$ cat src/rtl/irq_lvl_pkg.sv
package irq_lvl_pkg;
   typedef enum logic [1:0] {
      REG_PEND  = 2'd0,
      REG_MASK  = 2'd1,
      REG_CLR   = 2'd2,
      REG_EXTID = 2'd3
   } reg_sel_e;
endpackage

$ cat src/rtl/irq_pend_bank.sv
// Edge capture, sticky pending bits and the per-source mask register.
module irq_pend_bank #(
   parameter int SRC_W = 32
) (
   input  logic             clk,
   input  logic             rst_n,
   input  logic [SRC_W-1:0] src_i,
   input  logic             wr_en_i,
   input  logic [1:0]       addr_i,
   input  logic [SRC_W-1:0] wdata_i,
   output logic [SRC_W-1:0] pend_o,
   output logic [SRC_W-1:0] mask_o
);
   import irq_lvl_pkg::*;

   localparam logic [SRC_W-1:0] LIVE = {{(SRC_W-1){1'b1}}, 1'b0};

   logic [SRC_W-1:0] src_q, pend_q, mask_q, rise, clr;

   assign rise = src_i & ~src_q & LIVE;
   assign clr  = (wr_en_i && addr_i == REG_CLR) ? wdata_i : '0;

   always_ff @(posedge clk or negedge rst_n) begin
      if (!rst_n) begin
         src_q  <= '0;
         pend_q <= '0;
         mask_q <= '0;
      end else begin
         src_q  <= src_i;
         pend_q <= (pend_q & ~clr) | rise;
         if (wr_en_i && addr_i == REG_MASK)
            mask_q <= wdata_i;
      end
   end

   assign pend_o = pend_q;
   assign mask_o = mask_q;
endmodule

$ cat src/rtl/irq_prio_enc.sv
// Highest-set-bit encoder.
module irq_prio_enc #(
   parameter int W = 16,
   localparam int IW = $clog2(W)
) (
   input  logic [W-1:0]  in_i,
   output logic [IW-1:0] idx_o,
   output logic          valid_o
);
   if (W < 2) begin : g_bad_w
      $error("irq_prio_enc: W must be at least 2");
   end

   always_comb begin
      idx_o   = '0;
      valid_o = 1'b0;
      for (int i = 0; i < W; i++) begin
         if (in_i[i]) begin
            idx_o   = IW'(i);
            valid_o = 1'b1;
         end
      end
   end
endmodule

$ cat src/rtl/irq_gate.sv
// Compares the level with the processor level and trap enable, and forms the trap type.
module irq_gate #(
   parameter int         LVL_W   = 4,
   parameter logic [7:0] TT_BASE = 8'h10
) (
   input  logic [LVL_W-1:0] level_i,
   input  logic [LVL_W-1:0] pil_i,
   input  logic             et_i,
   output logic             req_o,
   output logic [7:0]       tt_o
);
   localparam logic [LVL_W-1:0] NMI_LVL = '1;

   logic above;
   assign above = (level_i == NMI_LVL) || (level_i > pil_i);
   assign req_o = et_i && (level_i != '0) && above;
   assign tt_o  = req_o ? (TT_BASE + 8'(level_i)) : 8'h00;
endmodule

$ cat src/rtl/irq_lvl_ctrl.sv
module irq_lvl_ctrl #(
   parameter int         NUM_LEVELS = 16,
   parameter int         NUM_EXT    = 16,
   parameter int         EXT_LEVEL  = 10,
   parameter logic [7:0] TT_BASE    = 8'h10,
   localparam int        SRC_W      = NUM_LEVELS + NUM_EXT,
   localparam int        LVL_W      = $clog2(NUM_LEVELS),
   localparam int        EXT_IW     = $clog2(NUM_EXT)
) (
   input  logic             clk,
   input  logic             rst_n,
   input  logic [SRC_W-1:0] src_i,
   input  logic [LVL_W-1:0] pil_i,
   input  logic             et_i,
   input  logic             wr_en_i,
   input  logic [1:0]       addr_i,
   input  logic [SRC_W-1:0] wdata_i,
   output logic [SRC_W-1:0] rdata_o,
   output logic             irq_req_o,
   output logic [LVL_W-1:0] irq_level_o,
   output logic [7:0]       irq_tt_o
);
   import irq_lvl_pkg::*;

   if ((1 << LVL_W) != NUM_LEVELS) begin : g_bad_levels
      $error("irq_lvl_ctrl: NUM_LEVELS must be a power of two");
   end
   if (EXT_LEVEL < 1 || EXT_LEVEL > NUM_LEVELS - 2) begin : g_bad_ext
      $error("irq_lvl_ctrl: EXT_LEVEL must lie between 1 and NUM_LEVELS-2");
   end

   logic [SRC_W-1:0]      pend, mask, live;
   logic [NUM_EXT-1:0]    ext_vec;
   logic [EXT_IW-1:0]     ext_idx;
   logic                  ext_any;
   logic [NUM_LEVELS-1:0] lvl_vec;
   logic [LVL_W-1:0]      lvl_idx;
   logic                  lvl_any;
   logic [SRC_W-1:0]      ext_id;

   irq_pend_bank #(.SRC_W(SRC_W)) u_bank (
      .clk(clk), .rst_n(rst_n), .src_i(src_i), .wr_en_i(wr_en_i),
      .addr_i(addr_i), .wdata_i(wdata_i), .pend_o(pend), .mask_o(mask)
   );

   assign live    = pend & ~mask;
   assign ext_vec = live[SRC_W-1:NUM_LEVELS];

   irq_prio_enc #(.W(NUM_EXT)) u_ext_enc (
      .in_i(ext_vec), .idx_o(ext_idx), .valid_o(ext_any)
   );

   assign lvl_vec[0] = 1'b0;
   for (genvar n = 1; n < NUM_LEVELS; n++) begin : g_lvl
      if (n == EXT_LEVEL) begin : g_fold
         assign lvl_vec[n] = live[n] | ext_any;
      end else begin : g_plain
         assign lvl_vec[n] = live[n];
      end
   end

   irq_prio_enc #(.W(NUM_LEVELS)) u_lvl_enc (
      .in_i(lvl_vec), .idx_o(lvl_idx), .valid_o(lvl_any)
   );

   assign irq_level_o = lvl_any ? lvl_idx : '0;

   irq_gate #(.LVL_W(LVL_W), .TT_BASE(TT_BASE)) u_gate (
      .level_i(irq_level_o), .pil_i(pil_i), .et_i(et_i),
      .req_o(irq_req_o), .tt_o(irq_tt_o)
   );

   assign ext_id = ext_any ? SRC_W'(NUM_LEVELS + int'(ext_idx)) : '0;

   always_comb begin
      case (reg_sel_e'(addr_i))
         REG_PEND:  rdata_o = pend;
         REG_MASK:  rdata_o = mask;
         REG_EXTID: rdata_o = ext_id;
         default:   rdata_o = '0;
      endcase
   end
endmodule

$ cat config.mk
export PLATFORM = sky130hd
export DESIGN_NAME = irq_lvl_ctrl
export DESIGN_NICKNAME = d
export VERILOG_FILES = /design/src/rtl/irq_lvl_pkg.sv /design/src/rtl/irq_pend_bank.sv /design/src/rtl/irq_prio_enc.sv /design/src/rtl/irq_gate.sv /design/src/rtl/irq_lvl_ctrl.sv
export SDC_FILE = /design/constraint.sdc
export NUM_CORES = 1
export LEC_CHECK = 0
export ABC_AREA = 1
export BUFFER_PORTS_ARGS = -buffer_cell sky130_fd_sc_hd__buf_2
export CORE_UTILIZATION = 55
export CTS_BUF_LIST = sky130_fd_sc_hd__clkbuf_8
export DETAILED_ROUTE_END_ITERATION = 8
export MAX_ROUTING_LAYER = met4
export PLACE_DENSITY = 0.83
export REMOVE_ABC_BUFFERS = 1
export SYNTH_ARGS = -nofsm -noshare
export SYNTH_HDL_FRONTEND = slang
export SYNTH_SLANG_ARGS = --single-unit
export TNS_END_PERCENT = 20
$ cat constraint.sdc
create_clock -name clk -period 4.6 [get_ports clk]
set_input_delay 0.46 -clock clk [delete_from_list [all_inputs] [get_ports clk]]
set_output_delay 0.46 -clock clk [all_outputs]
set_load 0.05 [all_outputs]
==> results of run 1 <==
==> cell type report <==
class                      instances  share of cell area [%]
sequential                        95                    45.6
multi-input combinational        314                    28.1
timing repair buffer             117                    11.4
inverter                         116                    8.35
tap                              102                    2.45
clock buffer                       9                    2.38
clock inverter                     7                    1.70
==> cell usage after synthesis, drive strengths merged, types with 2 or more instances <==
cell type / count
a21oi: 5
buf: 4
clkbuf: 13
dfrtp: 95
ha: 4
inv: 116
nand2: 138
nand3: 4
nor2: 20
nor3: 2
o211ai: 2
o21ai: 129
==> cell families after synthesis <==
| logic type | after synthesis |
|---|---|
| adder cells (fa/ha/maj) | 4 |
| AO/OA/AOI/OAI | 142 |
| AND/OR/NAND/NOR | 165 |
| other | 1 |
| flip-flops | 95 |
| buffers and inverters | 133 |
==> critical path: cells and delay by family, from the launching register on <==
family / cells / cell delay (ns)
adders and majority gates: 1 / 0.30
and+or+nand+nor: 9 / 1.08
buffers and inverters: 2 / 0.35
AOI/OAI and AO/OA: 5 / 0.68
DFF: 1 / 0.40
==> sequential cells by signal (all words and copies together), names as in the netlist <==
name and cells:
u_bank.mask_o 32, u_bank.pend_o 32, u_bank.src_q 31
==> per-stage QoR <==
step | std cells | area, um2 | worst slack [ns] | hold WS [ns]
after floorplan | 525 | 4270 | 1.16 | 0.164
after global placement | 744 | 5000 | 1.46 | 0.401
after detailed placement | 744 | 5000 | 1.40 | 0.409
after CTS | 760 | 5210 | 0.951 | 0.156
after global routing | 760 | 5210 | 0.673 | 0.165
final | 760 | 5210 | 0.992 | 0.125
==> path summary, 6_finish.rpt <==
check | depth (start not counted) | startpoint | endpoint
hold / removal | 1 | rst_n | u_bank.src_q[15]
setup / recovery | 17 | u_bank.pend_o[18] | irq_tt_o[1]
setup reg to reg | 2 | u_bank.mask_o[10] | u_bank.mask_o[10]
max in group asynchronous | 2 | rst_n | u_bank.pend_o[10]
hold reg to reg | 1 | u_bank.src_q[16] | u_bank.pend_o[16]
min in group clk | 1 | src_i[8] | u_bank.src_q[8]
==> power breakdown <==
group / leakage, uW / total (uW) / switching [uW] / internal (uW)
clock: 0.000112 / 581 / 278 / 304
sequential: 0.00108 / 966 / 47.3 / 919
combinational: 0.00169 / 509 / 369 / 139
==> layer usage <==
layer / global-route usage, % / part of all wire, %
met1: 33.5 / 45
met4: 8.60 / 1.6
met2: 40.9 / 49
met3: 2.78 / 3.9
met5: - / 0
==> results.ini, run 1 <==
[status]
outcome = complete, but fails checks
violations = DRC

[drt]
wl_um = 9680
vias = 3734
first_pass_iters = 9
drtIter0Drc = 190
wire_per_inst_um = 12.7
drc = 4
routed_via_density = 4.91
ant_nets = 0

[clock_tree]
cts_buffer_depth = 2
post_cts_resized = 0
cts_root_buf = clkbuf_8
cts_inserted_buffers = 9
insertion_delay_ns = 0.35
htree_num_levels = 3
path_clk_slew_ns = 0.09
clkSinkCount = 95
post_cts_buffers = 0
ctsHoldBuffers = 0
tritoncts = yes

[floorplanning]
start_util_pct = 56.5
ios = 119
rows = 32
dieArea_um2 = 8260
die_h_um = 90.9
die_w_um = 90.9
core_area_um2 = 7690

[timing]
setup-tns-final_ns = 0
setup_viol_count_final = 0
drv_slew = 0
slew_headroom_pct = 28.0
rsz0062_at_grt = false
period_needed_ns = 3.61
finalHoldViolations = 0
skew_ns = 0.0108
fmax_mhz = 277
period_share_pct = 78.4
worst_pin_slew_ns = 1.08

[final_layout]
finish.utilization_pct = 67.8
area_growth_pct = 20.0
fill_cells = 685
diodes = 0
multiInputGateArea_um2 = 1470
final_cell_mix = nand2_1, o21ai_0, inv_1
regArea_um2 = 2380
nets = 731
drive_gt1_share_pct = 22.2

[worst_setup_path]
worst_path_largest_cell_delay_ns = 0.40
crit_path_start_kind = flop
cpMaxStageDelayCell = dfrtp_1
cp_common_cell = nand2_1
cp_data_arrival_time_ns = 3.15
crit_type = flop to output port
crit_chain = nand2_1 -> nand2_1 -> nor3_1 -> nand2_1 -> nor2_2 -> o21a_4 -> nand3_1 -> a21oi_1 -> inv_1 -> ha_1 -> a21oi_1 -> o21ai_0 -> o21ai_0 -> nand2_1 -> nand3_1 -> nor2_1 -> buf_2
r2r_slack_ns = 3.83
cp.required_ns = 4.14
crit_fanout = 4
endpoint_kind = output port

[synth]
synth_largest_area_cell = dfrtp_1
synthesis.instances = 540
avgSynthCellArea_um2 = 8.04
yosys-mux-area-fraction_pct = 0
yosysWarnings = 0
seq_area_frac_synth_pct = 54.7
synth-seq-cells = 95
synth_edf_count = 0
synthDistinctLibCells = 22
async_flop_share_pct = 100
synth_area_um2 = 4340
synthAdderAreaFrac_pct = 1.15
synthXorXnorAreaFrac_pct = 0
synth_ff_type = dfrtp_1
netlist.area_leader.share_pct = 54.7
synthTopCellsByArea = dfrtp_1, o21ai_0, nand2_1
synth_compound_area_share_pct = 17.0
synth_top_family_by_area = compound AO/OA/AOI/OAI gates
synth-simple-area-share_pct = 15.2

[flow_run]
cap_violations = 0

[min_path]
hp-class = input port to asynchronous set/reset pin

[global_route]
grt_pass1_vias = 3576
grt_usage_pct = 25.3
grt_pass1_wl_um = 16000
grt_remaining_overflow = 0
grt_max_degree = 65
antenna_found_initial = 0

[placed_design]
place_congestion = 0.844
portBuffers = 114
dpl.hpwl_um = 6830

[power_and_ir_drop]
p_total_uw = 2060
power.density_nw_per_um2 = 394
peakVddDrop_mv = 0.210
p_leak_uw = 0.00288

(Power assumes the default switching activity.)
==> run 2: changes to the inputs <==
- CORE_UTILIZATION: 55 -> 54
- PLACE_DENSITY: 0.83 -> 0.82
- clock period: 4.6 -> 3.6 ns (I/O delays scaled with it)
==> run 2 against run 1 <==
The flow now finishes without violations. Via count is 0.40% lower. Die area is 1.8% higher. Clock skew is 0.0031 ns lower. Wire length is 1.0% higher. Cell area is 1.7% higher. Cell count is 0.79% higher. Global-route usage is 0.050 points lower. Combinational power is 32% higher. Total power is 27% higher. Register-to-register slack worse by 1.1 ns. Sequential share of layout area is 0.75 points lower. Setup slack worse by 0.73 ns.
==> results.ini, run 2 (synthesized netlist as in run 1, its figures left out) <==
[final_layout]
drive_gt1_share_pct = 24.4  ; was 22.2%
nets = 737  ; was 731
area_growth_pct = 22.0  ; was 20.0%
final_cell_mix = nand2_1, o21ai_0, inv_1  ; unchanged
diodes = 0  ; unchanged

[clock_tree]
htree_num_levels = 3  ; unchanged
ctsHoldBuffers = 0  ; unchanged
path_clk_slew_ns = 0.10  ; was 0.09 ns
cts_buffer_depth = 2  ; unchanged
cts_root_buf = clkbuf_8  ; unchanged
tritoncts = yes  ; unchanged
insertion_delay_ns = 0.35  ; about the same
cts_inserted_buffers = 9  ; unchanged
clkSinkCount = 95  ; unchanged

[power_and_ir_drop]
p_leak_uw = 0.00291  ; was 0.00288 uW
power.density_nw_per_um2 = 494  ; was 394 nW/um2
peakVddDrop_mv = 0.274  ; was 0.210 mV
p_total_uw = 2620  ; was 2060 uW

[worst_setup_path]
rr_worst_depth = 3  ; was 2
critical_path_buf_inv_count = 3  ; was 2
cpMaxStageDelayCell = dfrtp_1  ; unchanged
crit_type = flop to output port  ; unchanged
worst_path_largest_cell_delay_ns = 0.36  ; was 0.40 ns
crit_chain = inv_1 -> nand2_1 -> nand2_1 -> nor3_2 -> nand2_1 -> nor2_2 -> o21a_4 -> nand3_1 -> a21oi_2 -> inv_1 -> ha_1 -> a21oi_1 -> o21ai_0 -> o21ai_0 -> nand2_1 -> nand3_2 -> nor2_2 -> buf_6  ; was nand2_1 -> nand2_1 -> nor3_1 -> nand2_1 -> nor2_2 -> o21a_4 -> nand3_1 -> a21oi_1 -> inv_1 -> ha_1 -> a21oi_1 -> o21ai_0 -> o21ai_0 -> nand2_1 -> nand3_1 -> nor2_1 -> buf_2
reg2reg_from = u_bank.mask_o[18]  ; was u_bank.mask_o[10]
cp_top_family = simple AND/OR/NAND/NOR gates  ; unchanged
cp_data_arrival_time_ns = 2.97  ; was 3.15 ns
startpoint = u_bank.mask_o[18]  ; was u_bank.pend_o[18]
cp.required_ns = 3.24  ; was 4.14 ns
crit_fanout = 4  ; unchanged
endpoint_kind = output port  ; unchanged
crit_path_start_kind = flop  ; unchanged
cp_common_cell = nand2_1  ; unchanged
cp.depth = 18  ; was 17

[global_route]
antenna_found_initial = 0  ; unchanged
grt_pass1_wl_um = 16200  ; was 16000 um
grt_max_degree = 78  ; was 65
grt_pass1_vias = 3654  ; was 3576
grt_remaining_overflow = 0  ; unchanged
grt_usage_pct = 25.2  ; was 25.3%

[drt]
drtIter0Drc = 188  ; was 190
wl_um = 9780  ; was 9680 um
drc = 0  ; was 4
vias = 3719  ; was 3734
ant_nets = 0  ; unchanged
routed_via_density = 4.86  ; was 4.91
wire_per_inst_um = 12.8  ; was 12.7 um
first_pass_iters = 7  ; was 9

[min_path]
hold_depth = 1
hp-class = input port to flop  ; was input port to asynchronous set/reset pin
hp-start = src_i[27]

[timing]
period_needed_ns = 3.33
setup_viol_count_final = 0  ; unchanged
fmax_mhz = 300
setup_slack_ns = 0.266  ; was 0.992 ns
rsz0062_at_grt = true  ; was false
finalHoldViolations = 0  ; unchanged
period_share_pct = 92.6
slew_headroom_pct = 29.5  ; was 28.0%
skew_ns = 0.00768  ; was 0.0108 ns
worst_pin_slew_ns = 1.05  ; was 1.08 ns
drv_slew = 0  ; unchanged

[flow_run]
cap_violations = 0  ; unchanged

[floorplanning]
die_w_um = 91.7  ; was 90.9 um
core_area_um2 = 7770  ; was 7690 um2
die_h_um = 91.7  ; was 90.9 um
dieArea_um2 = 8410  ; was 8260 um2
ios = 119  ; unchanged
rows = 32  ; unchanged
start_util_pct = 55.9  ; was 56.5%

[placed_design]
place_congestion = 0.845  ; was 0.844
portBuffers = 114  ; unchanged
place_ws_ns = 0.499  ; was 1.40 ns
dpl.hpwl_um = 7030  ; was 6830 um

[status]
outcome = completed  ; was complete, but fails checks

==> run 2: cell types whose count changed in the layout (fill, tap and decap cells not counted), sizes merged <==
cell	before	now
bufinv	2	1
buf	117	122
clkbuf	9	10
clkinvlp	1	2
==> run 2: area by class of cell <==
cell class | instances | area, um2
Inverter | 116 | 435
Multi-Input combinational cell | 314 | 1490
Tap cell | 102 | 128
Timing Repair Buffer | 123 | 667
Fill cell | 666 | 2470
Clock buffer | 9 | 124
Clock inverter | 7 | 78.8
Sequential cell | 95 | 2380
==> run 2: repair_timing <==
item	CTS	global route
buffers inserted	0	4
setup endpoints to repair	0	6
gates resized for setup	0	22
==> run 2: power by group <==
part           total (uW)  switching (uW)  internal [uW]  leakage [uW]
combinational         674             480            195       0.00173
sequential           1230            60.2           1170       0.00108
clock                 712             382            330     0.0000982
total                2620             922           1700       0.00291
==> run 2: worst paths after layout <==
check | slack, ns | endpoint
worst min-delay path | 0.12 | u_bank.src_q[27]
worst max register to register | 2.77 | u_bank.mask_o[18]
worst max-delay path | 0.27 | irq_tt_o[1]
max in group asynchronous | 2.62 | u_bank.pend_o[25]
worst min register to register | 0.42 | u_bank.pend_o[2]
min in group asynchronous | 0.15 | u_bank.src_q[14]
==> run 2: layer usage <==
layer / part of all wire, % / global-route usage [%] / vias up
li1: - / - / 1894
met1: 46 / 33.0 / 1727
met4: 1.6 / 8.98 / 0
met5: 0 / - / -
met2: 48 / 40.9 / 88
met3: 4.4 / 3.23 / 10
==> run 2: stage by stage <==
step	area, um2	TNS [ns]	cells	hold WS (ns)	utilization [%]
after global routing	5300	-0.0728	766	0.0955	68.3
final	5300	0	766	0.120	68.3
after global placement	5020	0	746	0.401	64.6
after detailed placement	5020	0	746	0.412	64.6
after floorplan	4270	0	525	0.0644	-
after CTS	5220	0	762	0.109	67.2
==> run 3: changes to the inputs <==
- CORE_MARGIN: unset -> 8
- CORE_UTILIZATION: 54 -> 55
- PLACE_DENSITY: 0.82 -> 0.81
- SYNTH_HIERARCHICAL: unset -> 1
==> run 3 against run 2 <==
Fmax is 10% lower. Total power increased by 5.9%. Largest power group unchanged. Largest cell class unchanged. Sequential share of layout area shrank 6.8 points. Clock power shrank 9.1%. Hold slack got worse by 0.017 ns. Clock skew down 0.00054 ns. Critical path type unchanged. Area after synthesis rose by 22%. Setup slack got worse by 0.38 ns. Critical endpoint is now irq_tt_o[0]. Core utilization down 0.99 points. Sequential power is essentially flat. Via count increased by 24%. The run now ends with setup timing left.
==> results.ini, run 3 <==
[synth]
synth-seq-cells = 95  ; unchanged
synth_common_cells = nand2_1, inv_1, dfrtp_1  ; was nand2_1, o21ai_0, inv_1
synthDistinctLibCells = 27  ; was 22
seq_area_frac_synth_pct = 44.9  ; was 54.7%
yosysMostFrequentCell = nand2_1  ; unchanged
async_flop_share_pct = 100  ; unchanged
synth_area_um2 = 5290  ; was 4340 um2
avgSynthCellArea_um2 = 7.60  ; was 8.04 um2
synthesis.instances = 696  ; was 540
netlist.area_leader.share_pct = 44.9  ; was 54.7%
synth_edf_count = 0  ; unchanged
synthTopCellsByArea = dfrtp_1, nand2_1, inv_1  ; was dfrtp_1, o21ai_0, nand2_1
yosysWarnings = 6  ; was 0
synth_largest_area_cell = dfrtp_1  ; unchanged
synth_ff_type = dfrtp_1  ; unchanged

[final_layout]
final_cell_mix = nand2_1, inv_1, buf_2  ; was nand2_1, o21ai_0, inv_1
nets = 890  ; was 737
drive_gt1_share_pct = 31.2  ; was 24.4%
stdcell_area_um2 = 6240  ; was 5300 um2
area_growth_pct = 18.0  ; was 22.0%
layout.cells.non_filler = 948  ; was 766
layout_commonest_cell = nand2_1

[placed_design]
place_congestion = 0.835  ; was 0.845
dpl.hpwl_um = 9230  ; was 7030 um
dp_cells = 917  ; was 746
portBuffers = 114  ; unchanged
placed_area_um2 = 5830  ; was 5020 um2

[clock_tree]
ctsHoldBuffers = 0  ; unchanged
cts_inserted_buffers = 9  ; unchanged
insertion_delay_ns = 0.37  ; was 0.35 ns
htree_num_levels = 3  ; unchanged
tritoncts = yes  ; unchanged
clkSinkCount = 95  ; unchanged
path_clk_slew_ns = 0.10  ; about the same
cts_buffer_depth = 2  ; unchanged
cts_root_buf = clkbuf_8  ; unchanged

[power_and_ir_drop]
p_total_uw = 2770  ; was 2620 uW
p_leak_uw = 0.00374  ; was 0.00291 uW
peakVddDrop_mv = 0.257  ; was 0.274 mV
power.density_nw_per_um2 = 444  ; was 494 nW/um2

[worst_setup_path]
crit_type = flop to output port  ; unchanged
cp_data_arrival_time_ns = 3.35  ; was 2.97 ns
crit_fanout = 5  ; was 4
endpoint_kind = output port  ; unchanged
cp.required_ns = 3.24  ; about the same
crit_path_start_kind = flop  ; unchanged

[timing]
rsz0062_at_grt = true  ; unchanged
period_needed_ns = 3.71  ; was 3.33 ns
setup_viol_count_final = 6  ; was 0
period_share_pct = 103  ; was 92.6%
drv_slew = 0  ; unchanged
worst_pin_slew_ns = 0.966  ; was 1.05 ns
skew_ns = 0.00714  ; was 0.00768 ns
holdWs_ns = 0.103  ; was 0.120 ns
slew_headroom_pct = 35.6  ; was 29.5%
setup_slack_ns = -0.114  ; was 0.266 ns
finalHoldViolations = 0  ; unchanged
fmax_mhz = 269  ; was 300 MHz

[min_path]
hp-class = input port to flop  ; unchanged

[floorplanning]
core_area_um2 = 9280  ; was 7770 um2
die_w_um = 114  ; was 91.7 um
ios = 119  ; unchanged
start_util_pct = 57.0  ; was 55.9%
dieArea_um2 = 13000  ; was 8410 um2
rows = 35  ; was 32
die_h_um = 114  ; was 91.7 um

[drt]
routed_via_density = 4.88  ; was 4.86
first_pass_iters = 5  ; was 7
drc = 0  ; unchanged
ant_nets = 0  ; unchanged
wire_per_inst_um = 14.1  ; was 12.8 um
drtIter0Drc = 234  ; was 188
vias = 4629  ; was 3719
wl_um = 13400  ; was 9780 um

[global_route]
grt_max_degree = 75  ; was 78
grt_usage_pct = 21.4  ; was 25.2%
grt_pass1_vias = 4715  ; was 3654
grt_pass1_wl_um = 21800  ; was 16200 um
grt_remaining_overflow = 0  ; unchanged
antenna_found_initial = 2  ; was 0

[status]
outcome = complete, but fails checks  ; was completed
violations = setup timing

[flow_run]
cap_violations = 0  ; unchanged

==> run 3: cell count changes after synthesis, moves of 18 or more <==
| cell | before | now |
|---|---|---|
| inv_1 | 116 | 134 |
| nand2_1 | 130 | 213 |
| nand2_2 | 8 | 32 |
| nand3_1 | 4 | 44 |
| nand4_1 | 1 | 33 |
| nor2_1 | 16 | 44 |
| o21ai_0 | 129 | 2 |
| o21ai_2 | 0 | 32 |
==> run 3: worst max-delay path, stage by stage, from the launching register on <==
cell and delay (ns):
dfrtp_1 0.40, inv_1 0.06, nor2_1 0.05, nor2_1 0.14, nand2_1 0.11, nor2_1 0.09, inv_1 0.06, nor2_1 0.08
nand3_1 0.10, o21bai_4 0.20, nor2_4 0.10, nand2_1 0.06, nor2_1 0.11, inv_1 0.08, nor2_2 0.09, nand3_2 0.12
nand2_1 0.11, inv_2 0.05, ha_4 0.26, nand2_2 0.05, inv_2 0.05, nand2_1 0.05, nand2_1 0.05, nand2_1 0.07
nand2_2 0.08, nand2_4 0.10, nor2_4 0.11, buf_8 0.15
==> run 3: path summary, 6_finish.rpt <==
| check | start | end | slack [ns] | cells past startpoint |
|---|---|---|---|---|
| max | u_bank/pend_o[30] | irq_tt_o[0] | -0.11 | 27 |
| min reg2reg | u_bank/src_q[26] | u_bank/pend_o[26] | 0.48 | 3 |
| min | src_i[1] | u_bank/src_q[1] | 0.10 | 1 |
| max reg2reg | u_bank/pend_o[25] | u_bank/pend_o[25] | 2.85 | 3 |
| max in group asynchronous | rst_n | u_bank/mask_o[30] | 2.59 | 2 |
| min in group asynchronous | rst_n | u_bank/src_q[28] | 0.13 | 1 |
==> run 3: layer usage <==
| layer | track usage (%) | vias up | part of all wire, % |
|---|---|---|---|
| met4 | 7.28 | 0 | 1.1 |
| li1 | - | 2319 | - |
| met5 | - | - | 0 |
| met2 | 35.6 | 149 | 50 |
| met1 | 25.6 | 2147 | 42 |
| met3 | 3.96 | 14 | 6.7 |
==> run 3: cells by family after synthesis <==
group,share of synthesized area [%]
AO/OA/AOI/OAI,6.20
other,0.142
AND/OR/NAND/NOR,31.9
flip-flops,44.9
buffers and inverters,15.9
adder cells (fa/ha/maj),0.946
==> run 3: power breakdown <==
part / leakage [uW] / internal [uW] / switching (uW) / total (uW)
clock network: 0.0000894 / 253 / 395 / 647
logic: 0.00257 / 287 / 582 / 868
registers: 0.00108 / 1170 / 85.0 / 1260
total: 0.00374 / 1710 / 1060 / 2770
==> run 3: layout make-up <==
class / instances / area (um2)
fill: 839 / 3040
sequential: 95 / 2380
multi-input combinational: 424 / 2170
timing repair buffer: 134 / 772
inverter: 148 / 588
tap: 129 / 161
clock buffer: 9 / 124
clock inverter: 7 / 48.8
antenna: 2 / 5.00
==> run 3: stage by stage <==
| stage | setup TNS (ns) | setup WS, ns | utilization [%] |
|---|---|---|---|
| 6_report | -0.656 | -0.114 | 67.3 |
| 5_1_grt | -2.82 | -0.477 | 67.3 |
| 4_1_cts | -0.643 | -0.131 | 66.3 |
| 3_5_place_dp | 0 | 0.0824 | 62.8 |
| 3_3_place_gp | 0 | 0.159 | 62.8 |
| 2_1_floorplan | -0.0372 | -0.00930 | - |
==> run 3: what timing repair did <==
| item | in CTS | in global routing |
|---|---|---|
| pin swaps | 11 | 12 |
| buffers inserted | 7 | 6 |
| gates resized for setup | 27 | 13 |
| endpoints found under the setup margin | 6 | 6 |
